===== config.mk =====
export PLATFORM = sky130hd
export DESIGN_NAME = audio_peak_hold
export DESIGN_NICKNAME = d
export VERILOG_FILES = /design/src/rtl/audio_peak_pkg.sv /design/src/rtl/peak_level_cmp.sv /design/src/rtl/peak_hold_timer.sv /design/src/rtl/audio_peak_hold.sv
export SDC_FILE = /design/constraint.sdc
export NUM_CORES = 1
export LEC_CHECK = 0
export ABC_AREA = 1
export BUFFER_PORTS_ARGS = -buffer_cell sky130_fd_sc_hd__buf_2
export CAP_MARGIN = 25
export CELL_PAD_IN_SITES_DETAIL_PLACEMENT = 1
export CELL_PAD_IN_SITES_GLOBAL_PLACEMENT = 1
export CORE_MARGIN = 2
export CORE_UTILIZATION = 35
export DETAILED_ROUTE_END_ITERATION = 6
export GPL_TIMING_DRIVEN = 0
export MAX_ROUTING_LAYER = met4
export PLACE_DENSITY = 0.88
export SLEW_MARGIN = 20
export SYNTH_ARGS = -nofsm -noshare
export SYNTH_HDL_FRONTEND = slang
export SYNTH_SLANG_ARGS = --single-unit

===== constraint.sdc =====
create_clock -name clk -period 5.1 [get_ports clk]
set_input_delay 0.51 -clock clk [delete_from_list [all_inputs] [get_ports clk]]
set_output_delay 0.51 -clock clk [all_outputs]
set_load 0.02 [all_outputs]

===== src/rtl/audio_peak_pkg.sv =====
package audio_peak_pkg;

  // Number of audio channels watched in parallel.
  localparam int CH_COUNT = 2;

  // Unsigned magnitude of a 32-bit signed value.
  // The extra bit lets the most negative code map to 2^31.
  function automatic logic [32:0] mag33(input logic signed [31:0] s);
    logic [32:0] ext;
    ext = {s[31], s};
    if (s[31]) mag33 = ~ext + 33'd1;
    else       mag33 = ext;
  endfunction

  // Overload test: strictly above the level.
  function automatic logic exceeds(input logic signed [31:0] s, input int unsigned lvl);
    exceeds = mag33(s) > {1'b0, 32'(lvl)};
  endfunction

endpackage


===== src/rtl/peak_level_cmp.sv =====
module peak_level_cmp #(
  parameter int SAMPLE_W = 24,
  parameter int THRESH   = 7339000
) (
  input  logic signed [SAMPLE_W-1:0] sample,
  output logic                       over
);
  import audio_peak_pkg::*;

  // Sign-extend to the package's working width (SAMPLE_W <= 32).
  logic signed [31:0] wide;
  assign wide = 32'(sample);
  assign over = exceeds(wide, THRESH);

endmodule


===== src/rtl/peak_hold_timer.sv =====
module peak_hold_timer #(
  parameter int HOLD_LEN = 512,
  localparam int CNT_W   = $clog2(HOLD_LEN + 1)
) (
  input  logic             clk,
  input  logic             rst,
  input  logic             step,   // sample strobe
  input  logic             load,   // strobe carrying an overload
  output logic [CNT_W-1:0] cnt,
  output logic             flag
);

  always_ff @(posedge clk) begin
    if (rst) begin
      cnt  <= '0;
      flag <= 1'b0;
    end else if (load) begin
      cnt  <= CNT_W'(HOLD_LEN);
      flag <= 1'b1;
    end else if (step && cnt != '0) begin
      cnt  <= cnt - 1'b1;
      flag <= (cnt != CNT_W'(1));
    end
  end

endmodule


===== src/rtl/audio_peak_hold.sv =====
module audio_peak_hold #(
  parameter int SAMPLE_W = 24,
  parameter int THRESH   = 7339000,
  parameter int HOLD_LEN = 512
) (
  input  logic                       clk,
  input  logic                       rst,
  input  logic                       smp_vld,
  input  logic signed [SAMPLE_W-1:0] smp_left,
  input  logic signed [SAMPLE_W-1:0] smp_right,
  output logic                       peak_flag
);
  import audio_peak_pkg::*;

  localparam int CNT_W = $clog2(HOLD_LEN + 1);

  logic signed [SAMPLE_W-1:0] chan_smp [CH_COUNT];
  logic [CH_COUNT-1:0]        chan_over;
  logic                       hit_any;
  logic                       hold_load;
  logic [CNT_W-1:0]           hold_cnt;

  assign chan_smp[0] = smp_left;
  assign chan_smp[1] = smp_right;

  for (genvar c = 0; c < CH_COUNT; c++) begin : g_chan
    peak_level_cmp #(.SAMPLE_W(SAMPLE_W), .THRESH(THRESH)) u_cmp (
      .sample (chan_smp[c]),
      .over   (chan_over[c])
    );
  end

  assign hit_any   = |chan_over;
  assign hold_load = smp_vld & hit_any;

  peak_hold_timer #(.HOLD_LEN(HOLD_LEN)) u_timer (
    .clk  (clk),
    .rst  (rst),
    .step (smp_vld),
    .load (hold_load),
    .cnt  (hold_cnt),
    .flag (peak_flag)
  );

endmodule


Word-level counts from Yosys, hierarchy flattened

Index checks and enable logic that the tools add are counted.

Shifts and indexed selects: 0
Bitwise gates (word level): 3
Equal/unequal tests: 1
Add/subtract/negate cells: 3
Multiply operators: 0
Divide/modulo/power cells: 0
Reductions and logical operators: 5
Order comparisons: 2
Multiplexer cells: 6

Operators with widths:

| operator                                                        | number |
|---|---|
| adder 33 x 1 -> 33 bit, second input constant                   | 2 |
| greater-than comparator 33 x 23 -> 1 bit, second input constant | 2 |
| two-way mux 33 bit                                              | 2 |
| inverter 33 bit                                                 | 2 |
| two-way mux 10 bit                                              | 2 |
| != test 10 x 1 -> 1 bit, second input constant                  | 1 |
| nonzero test 10 bit                                             | 1 |
| subtractor 10 x 1 -> 10 bit, second input constant              | 1 |
| OR reduction 2 bit                                              | 2 |
| two-way mux 1 bit                                               | 2 |
| nonzero test 2 bit                                              | 1 |
| AND 1 bit                                                       | 1 |
| logical AND 1 bit                                               | 1 |

Memories: 0
Bits in read-only memories: 0
Flip-flop bits (word level): 11
Output and inout port bits: 1
Input port bits: 51
Latch bits: 0
Logic and storage cells: 23
Bits in writable memories: 0

Logic depth before layout (Yosys ltp)

Gate-level depths: netlist of run 1.

Word-level depth: 7
Mapped depth: 20
Depth with buffers taken out: 20

Hierarchy

Synthesis of run 1 repeated with hierarchy kept, for this count alone.

Cell total of the unflattened synthesis: 505
Area, all modules: 2682.6 sq um

By module, submodules not included:

| module          | cells an instance | area each (sq um) | times used | seq. area each (sq um) |
|---|---|---|---|---|
| peak_level_cmp  | 203               | 998.5             | 2          | 0.0 |
| peak_hold_timer | 96                | 674.4             | 1          | 220.2 |
| audio_peak_hold | 3                 | 11.3              | 1          | 0.0 |

Worst setup path before layout of run 1

OpenSTA, ideal clock, no wires.

Path kind: input port to flip-flop
From: input smp_right[0]
To: register u_timer.cnt[1]
Arrival time: 2023 ps
Data required time: 4981 ps
Buffers on the path: 0
Stages on the path: 19
Path slack: 2959 ps
Library setup time: 119 ps
Path through: inv_1 ha_1 nand3_4 nand2_4 nand2_4 nor2_8 nand2_2 nand2_1 nand2_1 nor2_2 nand2_1 nor2_1 nand3_1 nand2_1 nand2_2 nand2_2 nand2_4 nand2_8 nor2_2

Word-level cells in the longest chain between the ends: 7

Ends and longest elaborated chain:

| element                                    | line                  | text |
|---|---|---|
| from (decl)                                | audio_peak_hold.sv:10 | `input logic signed [SAMPLE_W-1:0] smp_right,` |
| inverter 33 bit                            | audio_peak_pkg.sv:11  | `if (s[31]) mag33 = ~ext + 33'd1;` |
| adder 33 x 1 -> 33 bit                     | audio_peak_pkg.sv:11  |  |
| two-way mux 33 bit *                       | audio_peak_pkg.sv:11  |  |
| greater-than comparator 33 x 23 -> 1 bit * | audio_peak_pkg.sv:17  | `exceeds = mag33(s) > {1'b0, 32'(lvl)};` |
| OR reduction 2 bit *                       | audio_peak_hold.sv:33 | `assign hit_any = \|chan_over;` |
| AND 1 bit *                                | audio_peak_hold.sv:34 | `assign hold_load = smp_vld & hit_any;` |
| OR reduction 2 bit (no source line) *      | --                    |  |
| to (signal assigned)                       | peak_hold_timer.sv:18 | `cnt <= CNT_W'(HOLD_LEN);` |
| to (signal assigned)                       | peak_hold_timer.sv:21 | `cnt <= cnt - 1'b1;` |
| to (decl)                                  | peak_hold_timer.sv:9  | `output logic [CNT_W-1:0] cnt,` |

Mark *: on every way between the ends. The rest lies on a longest branch, timed or not.
A chain may end at the register's enable or synchronous reset.

Worst setup path after layout of run 1

From: input smp_right[0]
To: register u_timer.cnt[7]

Same word-level chain as after synthesis.

==> results of run 1 <==
==> path summary, 6_finish.rpt <==
check | startpoint | end | cells after the start
setup / recovery | smp_right[0] | u_timer.cnt[7] | 20
hold / removal | rst | u_timer.flag | 2
setup reg to reg | u_timer.cnt[0] | u_timer.cnt[9] | 11
hold reg to reg | u_timer.cnt[9] | u_timer.cnt[9] | 4
==> layout by cell type, fill, tap and decap left out, types with 2 or more instances in the layout <==
| master | count |
|---|---|
| a21oi_1 | 4 |
| buf_2 | 53 |
| buf_4 | 2 |
| clkbuf_8 | 4 |
| dfxtp_1 | 11 |
| ha_1 | 4 |
| inv_1 | 64 |
| inv_2 | 9 |
| nand2_1 | 161 |
| nand2_2 | 13 |
| nand2_4 | 3 |
| nand3_1 | 46 |
| nand3_2 | 2 |
| nand3b_1 | 7 |
| nand4_1 | 7 |
| nor2_1 | 71 |
| nor2_2 | 21 |
| nor3_1 | 6 |
| nor4_1 | 3 |
| o211ai_1 | 3 |
| o21ai_0 | 7 |
| o21ai_1 | 6 |
| xnor2_1 | 3 |
| xor2_1 | 12 |
==> cell usage after synthesis, drive strengths merged <==
cell type and instances:
xnor2 3, a21oi 5, o21bai 1, nand4 7, a31oi 1, ha 4, nand3b 7, o31ai 1
o21ai 15, nand2 178, nor4 3, buf 5, nor3 6, inv 74, clkinv 1, o211ai 3
a21o 1, xor2 12, clkbuf 1, nor2 94, dfxtp 11, nand3 49, a21boi 1
==> worst max-delay path, cell delays in order <==
cell and delay (ns):
buf_2 0.11, inv_1 0.10, ha_1 0.27, nand3_4 0.12
nand2_4 0.09, nand2_4 0.09, nor2_8 0.17, nand2_1 0.07
nand2_1 0.06, nand2_1 0.05, nor2_1 0.11, nand2_1 0.10
nor2_1 0.11, nand3_1 0.07, nand2_1 0.07, nand2_2 0.05
nand2_2 0.09, nand2_4 0.08, nand2_8 0.11, nor2_2 0.04
==> cell type report <==
cell class	instances	area, um2	share of cell area
Inverter	75	284	0.0977
Timing Repair Buffer	50	250	0.0861
Multi-Input combinational cell	391	1940	0.669
Clock buffer	4	45.0	0.0155
Buffer	6	43.8	0.0151
Sequential cell	11	220	0.0757
Tap cell	96	120	0.0413
==> power by group <==
group          internal (uW)  switching, uW  leakage (uW)  total [uW]
clock                   54.9           34.4     0.0000228        89.3
sequential               111           21.9     0.0000905         133
combinational            129            224       0.00145         352
total                    295            280       0.00156         575
==> sequential cells by signal, indices dropped and copies added (netlist names) <==
signal and count:
u_timer.flag 1, u_timer.cnt 10
==> layer usage <==
| layer | part of all wire | up-vias | GRT usage |
|---|---|---|---|
| li1 | - | 1609 | - |
| met1 | 0.44 | 1459 | 0.245 |
| met2 | 0.51 | 56 | 0.401 |
| met3 | 0.024 | 14 | 0.0205 |
| met4 | 0.018 | 0 | 0.0399 |
| met5 | 0 | - | - |
==> cell families after synthesis <==
group / after synthesis / share of synthesized area
flops: 11 / 0.0884
compound gates: 28 / 0.0728
xor+xnor: 15 / 0.0527
fa+ha+maj: 4 / 0.0201
simple gates: 344 / 0.635
buf+inv: 81 / 0.132
==> metrics by stage <==
step / util / hold slack, ns / cells / cell area (um2)
2_1_floorplan: - / 0.535 / 483 / 2490
3_3_place_gp: 0.419 / 0.558 / 629 / 2860
3_5_place_dp: 0.419 / 0.573 / 629 / 2860
4_1_cts: 0.426 / 0.460 / 633 / 2910
5_1_grt: 0.426 / 0.457 / 633 / 2910
6_report: 0.426 / 0.460 / 633 / 2910
==> flow_summary.json, run 1 <==
{
  "critPathKind": "input port to flip-flop",
  "rsz0062_at_grt": "no",
  "synth_cell_types": 38,
  "r2r_slack_ns": 2.90,
  "root_buffer": "clkbuf_8",
  "setup_viol": 0,
  "drc": 0,
  "dp_hpwl_um": 6810,
  "initial_utilization": 0.365,
  "synth_top_area_frac": 0.242,
  "syn_inst": 483,
  "grt_max_degree": 11,
  "peakVddDrop_mv": 0.102,
  "worstPathArrival_ns": 2.48,
  "cts_resized": 0,
  "tritoncts": "done",
  "clk_path_buf_depth": 2,
  "seq_area_frac_synth": 0.0884,
  "io_buffers": 50,
  "cap_violations": 0,
  "p_leak_uw": 0.00156,
  "outcome": "finished, final reports clean",
  "cts_made_buffers": 3,
  "grt_first_pass_wirelength_um": 13100,
  "grt-ovfl-total": 0,
  "synth_area_leaders": "nand2_1 (24%), nor2_1 (11%), inv_1 (9.6%)",
  "fin_ws_ns": 2.75,
  "grt_pass1_vias": 3105,
  "synth_top_area_cell": "nand2_1",
  "clock-sinks": 11,
  "drive_above_1_share": 0.216,
  "synth_fp_nets": 538,
  "firstDrtPassIters": 4,
  "clk_latency_ns": 0.25,
  "yosysWarnings": 0,
  "skew_ns": 0.0116,
  "ios": 52,
  "routed_wl_um": 7890,
  "ys_ff_latch": 11,
  "worstPathMaxFanout": 9,
  "slew_headroom": 0.736,
  "vias_per_cell": 4.96,
  "fin_crit_sh": 0.462,
  "ant_nets": 0,
  "wl_per_cell_um": 12.5,
  "n_antenna_cell": 0,
  "gp_congestion": 0.856,
  "syn2layout_area_growth_pct": 16.7,
  "startpoint_type": "input port",
  "hold_buffers": 0,
  "nFillCells": 1027,
  "syn_avg_cell_area_um2": 5.16,
  "report.final.slew_viol_count": 0,
  "worstPathRequired_ns": 5.23,
  "die_w_um": 88.4,
  "track_usage": 0.213,
  "endpoint_kind": "flip-flop",
  "netlist_area_mm2": 0.00249,
  "worst_pin_slew_ns": 0.393,
  "core_region_area_mm2": 0.00683,
  "clk_pin_slew_ns": 0.06,
  "max_freq_mhz": 425,
  "place_worst_setup_slack_ns": 2.51,
  "dieArea_mm2": 0.00781,
  "cts_setup_buffers": 0,
  "powerDensity_mw_per_mm2": 198,
  "first_iter_violations": 47,
  "report.power.total_uw": 575,
  "layout_min_cycle_time_ns": 2.35,
  "min_path_type": "input port to flip-flop",
  "htreeDepth": 1,
  "num_vias": 3138,
  "final.setup.tns_ns": 0,
  "rows": 30,
  "layout.nets": 593,
  "die_h_um": 88.4,
  "finalHoldViolCount": 0,
  "antenna_found_initial": 0
}
No activity file was read; power rests on OpenSTA's default activity.
==> inputs of run 2 (changes only) <==
==> constraint.sdc (replaced) <==
create_clock -name clk -period 2.2 [get_ports clk]
set_input_delay 0.22 -clock clk [delete_from_list [all_inputs] [get_ports clk]]
set_output_delay 0.22 -clock clk [all_outputs]
set_load 0.02 [all_outputs]
==> run 2 against run 1 <==
Against the previous run: global-route usage is 0.16 points higher; critical path type is now flip-flop to flip-flop; sequential share of layout area hardly changed; largest power group unchanged; total power is 140% higher; clock skew is 0.0018 ns lower; design area is 1.8% higher; register-to-register slack worse by 2.7 ns; critical endpoint is now u_timer.cnt[9]; die area stayed put; clock-buffer cell count stayed put; cell count is 0.47% higher; sequential power is 140% higher; first-iteration DRC count is 23% lower; worst hold slack worse by 0.29 ns.
==> flow_summary.json, run 2 (same netlist as run 1, synthesis figures left out) <==
{
  "report.power.total_uw": 1400,
  "placed_area_mm2": 0.00286,
  "worstPathArrival_ns": 2.17,
  "cap_violations": 0,
  "routed_wl_um": 8130,
  "regMostFlops": "u_timer.cnt",
  "firstDrtPassIters": 4,
  "pwr-share-seq": 0.225,
  "grt-ovfl-total": 0,
  "drive_above_1_share": 0.235,
  "n_antenna_cell": 0,
  "track_usage": 0.214,
  "p_comb_frac": 0.629,
  "largestRegisters": "u_timer.cnt: 10 flops, u_timer.flag: 1 flops",
  "io_buffers": 50,
  "grt_pass1_vias": 3114,
  "switching_share": 0.482,
  "max_freq_mhz": 499,
  "ant_nets": 0,
  "drc": 0,
  "final_cell_mix": "nand2_1 (160), nor2_1 (70), inv_1 (63), buf_2 (53), nand3_1 (46)",
  "largest_reg_flops": 10,
  "slew_headroom": 0.735,
  "layout_min_cycle_time_ns": 2.00,
  "htreeDepth": 1,
  "fin_crit_sh": 0.911,
  "ios": 52,
  "rows": 30,
  "endpoint_kind": "flip-flop",
  "report.final.slew_viol_count": 0,
  "core_region_area_mm2": 0.00683,
  "num_vias": 3158,
  "gp_congestion": 0.856,
  "worstPathMaxFanout": 4,
  "peakVddDrop_mv": 0.243,
  "skew_ns": 0.00979,
  "powerDensity_mw_per_mm2": 474,
  "power_switching_uw": 676,
  "outcome": "finished, final reports clean",
  "finalHoldViolCount": 0,
  "vias_per_cell": 4.97,
  "fin_ws_ns": 0.197,
  "startpoint_type": "flip-flop",
  "grt_max_degree": 11,
  "dp_hpwl_um": 6810,
  "p_int_uw": 727,
  "antenna_found_initial": 0,
  "die_w_um": 88.4,
  "die_h_um": 88.4,
  "nFillCells": 1024,
  "cts_made_buffers": 3,
  "tritoncts": "done",
  "min_path_type": "input port to flip-flop",
  "p_leak_uw": 0.00158,
  "first_iter_violations": 36,
  "finalInstanceArea_mm2": 0.00296,
  "place_worst_setup_slack_ns": -0.0958,
  "worst_pin_slew_ns": 0.393,
  "clk_latency_ns": 0.24,
  "clock-sinks": 11,
  "syn2layout_area_growth_pct": 18.8,
  "pwr-share-clk": 0.146,
  "initial_utilization": 0.365,
  "root_buffer": "clkbuf_8",
  "setup_viol": 0,
  "critPathKind": "flip-flop to flip-flop",
  "holdWs_ns": 0.171,
  "clk_pin_slew_ns": 0.05,
  "wl_per_cell_um": 12.8,
  "clk_path_buf_depth": 2,
  "layout.nets": 596,
  "dieArea_mm2": 0.00781,
  "final_common_cell": "nand2_1",
  "grt_first_pass_wirelength_um": 13200,
  "worstPathRequired_ns": 2.37
}
## run 2: final cells by class
class,instances,area (um2),area share
Buffer,6,43.8,0.0148
Clock buffer,4,45.0,0.0152
Inverter,75,284,0.0959
Multi-Input combinational cell,391,1970,0.666
Sequential cell,11,223,0.0752
Tap cell,96,120,0.0406
Timing Repair Buffer,53,273,0.0921
## run 2: path summary, 6_finish.rpt
kind | to | from | slack [ns] | cells past startpoint
max | u_timer.cnt[9] | u_timer.cnt[0] | 0.20 | 11
min | u_timer.flag | rst | 0.17 | 2
max reg2reg | u_timer.cnt[9] | u_timer.cnt[0] | 0.20 | 11
min reg2reg | u_timer.cnt[0] | u_timer.cnt[0] | 0.58 | 3
## run 2: worst max-delay path, stage by stage (launching register included)
cell	delay, ns
dfxtp_2	0.36
inv_1	0.07
ha_1	0.19
inv_1	0.09
nor3_1	0.07
a21boi_2	0.23
nand4_1	0.20
nor3_2	0.25
nand3_1	0.13
xor2_1	0.15
inv_1	0.05
a21oi_1	0.13
## run 2: routing by layer
layer  global-route usage  vias to the layer above  wire [um]
met2                0.402                       56       4210
li1                     -                     1617          -
met1                0.246                     1471       3580
met5                    -                        -          0
met4               0.0427                        0        147
met3               0.0224                       14        187
## run 2: power groups by stage
stage | clock [uW] | sequential, uW | combinational (uW)
floorplan | 0 | 309 | 574
global placement | 0 | 307 | 750
detailed placement | 0 | 311 | 809
CTS | 209 | 309 | 839
global route | 223 | 324 | 992
finish | 204 | 316 | 883
## run 2: repair_timing
| item | CTS | global route |
|---|---|---|
| hold buffers | 0 | 0 |
| setup buffers | 1 | 2 |
| cloned | 0 | 0 |
| resized for setup | 1 | 8 |
| endpoints found under the hold margin | 0 | 0 |
| pin swaps | 1 | 4 |
| endpoints found under the setup margin | 2 | 10 |
## run 2: per-stage QoR
stage	TNS, ns	cells	utilization
floorplan	0	483	-
global placement	0	629	0.419
detailed placement	-0.816	629	0.419
CTS	0	634	0.427
global route	-0.00251	636	0.433
finish	0	636	0.433
==> inputs of run 3 (changes only) <==
--- a/config.mk
+++ b/config.mk
@@ -6,7 +6,7 @@
 export NUM_CORES = 1
 export LEC_CHECK = 0
 export ABC_AREA = 1
-export BUFFER_PORTS_ARGS = -buffer_cell sky130_fd_sc_hd__buf_2
+export BUFFER_PORTS_ARGS = -buffer_cell sky130_fd_sc_hd__buf_4
 export CAP_MARGIN = 25
 export CELL_PAD_IN_SITES_DETAIL_PLACEMENT = 1
 export CELL_PAD_IN_SITES_GLOBAL_PLACEMENT = 1
@@ -15,7 +15,7 @@
 export DETAILED_ROUTE_END_ITERATION = 6
 export GPL_TIMING_DRIVEN = 0
 export MAX_ROUTING_LAYER = met4
-export PLACE_DENSITY = 0.88
+export PLACE_DENSITY = 0.82
 export SLEW_MARGIN = 20
 export SYNTH_ARGS = -nofsm -noshare
 export SYNTH_HDL_FRONTEND = slang
==> constraint.sdc (replaced) <==
create_clock -name clk -period 1.9 [get_ports clk]
set_input_delay 0.19 -clock clk [delete_from_list [all_inputs] [get_ports clk]]
set_output_delay 0.19 -clock clk [all_outputs]
set_load 0.02 [all_outputs]
==> run 3 against run 2 <==
Against the previous run: critical path depth is the same; clock skew fell by 0.0093 ns; fmax up 7.3%; routed wire length is 7.4% higher; worst hold slack worse by 0.043 ns; largest cell class unchanged.
==> flow_summary.json, run 3 (same netlist as run 1, synthesis figures left out) <==
{
  "outcome": "finished, final reports clean",
  "endpoint_kind": "flip-flop",
  "antenna_found_initial": 0,
  "skew_ns": 0.000488,
  "regArea_um2": 226,
  "num_vias": 3238,
  "core_region_area_mm2": 0.00683,
  "slew_headroom": 0.666,
  "vias_per_cell": 4.95,
  "root_buffer": "clkbuf_8",
  "worstPathArrival_ns": 2.03,
  "worstPathMaxFanout": 3,
  "layout_min_cycle_time_ns": 1.87,
  "finalHoldViolCount": 0,
  "dieArea_mm2": 0.00781,
  "clock-sinks": 11,
  "multi_input_area_mm2": 0.00208,
  "regMostFlops": "u_timer.cnt",
  "peakVddDrop_mv": 0.340,
  "grt_first_pass_wirelength_um": 13400,
  "final_cell_mix": "nand2_1 (156), buf_4 (69), nor2_1 (61), inv_1 (59), nand3_1 (45)",
  "die_h_um": 88.4,
  "io_buffers": 50,
  "crit_top_cell": "inv_1",
  "n_antenna_cell": 0,
  "clk_latency_ns": 0.24,
  "first_iter_violations": 60,
  "gp_congestion": 0.906,
  "nFillCells": 999,
  "routed_wl_um": 8730,
  "tritoncts": "done",
  "firstDrtPassIters": 4,
  "ant_nets": 0,
  "grt_pass1_vias": 3128,
  "report.final.slew_viol_count": 0,
  "rsz0062_at_grt": "yes",
  "largestRegisters": "u_timer.cnt: 10 flops, u_timer.flag: 1 flops",
  "worst_pin_slew_ns": 0.496,
  "layout.nets": 614,
  "cts_made_buffers": 3,
  "ios": 52,
  "critPathKind": "flip-flop to flip-flop",
  "largest_reg_flops": 10,
  "slowest_stage": "dfxtp_4",
  "hold_buffers": 0,
  "initial_utilization": 0.365,
  "powerDensity_mw_per_mm2": 536,
  "drive_above_1_share": 0.297,
  "clk_path_buf_depth": 2,
  "startpoint_type": "flip-flop",
  "htreeDepth": 1,
  "grt-ovfl-total": 0,
  "syn2layout_area_growth_pct": 34.2,
  "min_path_type": "input port to flip-flop",
  "crit_family": "simple AND/OR/NAND/NOR gates",
  "rows": 30,
  "dp_hpwl_um": 6590,
  "cpPeakStageDelay_ns": 0.34,
  "drc": 0,
  "cap_violations": 0,
  "max_freq_mhz": 536,
  "grt_max_degree": 11,
  "p_leak_uw": 0.00172,
  "fin_crit_sh": 0.982,
  "setup_viol": 0,
  "holdWs_ns": 0.128,
  "clk_pin_slew_ns": 0.05,
  "final_common_cell": "nand2_1",
  "wl_per_cell_um": 13.3,
  "worstPathRequired_ns": 2.07,
  "final.setup.tns_ns": 0,
  "die_w_um": 88.4,
  "critPathBufInv": 3,
  "track_usage": 0.213,
  "path_cells": "inv_1 > ha_2 > inv_2 > nor3_1 > a21boi_2 > nand4_1 > nor3_2 > nand3_1 > xor2_1 > inv_1 > a21oi_1"
}
## run 3: changes by cell type in the layout (fill, tap and decap cells not counted), sizes merged
cell,delta
nand2,+1
buf,+16
nor2,+1
## run 3: stage by stage
stage	power, uW	util	instances	area, um2	setup slack, ns
6_report	1790	0.490	654	3350	0.0335
5_1_grt	1940	0.490	654	3350	-0.172
4_1_cts	1630	0.454	638	3100	0.0118
3_5_place_dp	1310	0.437	629	2990	-0.341
3_3_place_gp	1270	0.437	629	2990	-0.265
2_1_floorplan	1020	-	483	2490	0.0785
## run 3: cell type report
cell class | count | share of cell area
clock buffers | 4 | 0.0135
inverters | 75 | 0.0886
multi-input cells | 393 | 0.622
well taps | 96 | 0.0359
plain buffers | 6 | 0.0131
repair buffers | 69 | 0.159
flip-flops and latches | 11 | 0.0677
## run 3: worst reg2reg max path: stages (launching register included)
cell and delay (ns):
dfxtp_4 0.34, inv_1 0.07, ha_2 0.19, inv_2 0.06, nor3_1 0.06, a21boi_2 0.22, nand4_1 0.17, nor3_2 0.20
nand3_1 0.13, xor2_1 0.16, inv_1 0.06, a21oi_1 0.14
## run 3: path summary, 6_finish.rpt
kind	from	to	slack [ns]	cells after the start
max reg2reg	u_timer.cnt[0]	u_timer.cnt[9]	0.03	11
max	u_timer.cnt[0]	u_timer.cnt[9]	0.03	11
min reg2reg	u_timer.cnt[8]	u_timer.cnt[8]	0.58	3
min	rst	u_timer.cnt[9]	0.13	2
## run 3: per-layer routing
layer | vias to the layer above | wire (um) | track usage
li1 | 1650 | - | -
met1 | 1522 | 3910 | 0.253
met2 | 60 | 4520 | 0.402
met3 | 6 | 236 | 0.0205
met4 | 0 | 61 | 0.0179
met5 | - | 0 | -
## run 3: power breakdown
group	switching (uW)	internal, uW	total (uW)
logic	693	502	1200
registers	56.5	306	362
clock network	87.7	147	235
## run 3: what timing repair did
item	4_1_cts	5_1_grt
gates cloned	0	2
pin swaps	7	33
resized for setup	11	37
setup endpoints to repair	11	11
buffers inserted	5	14
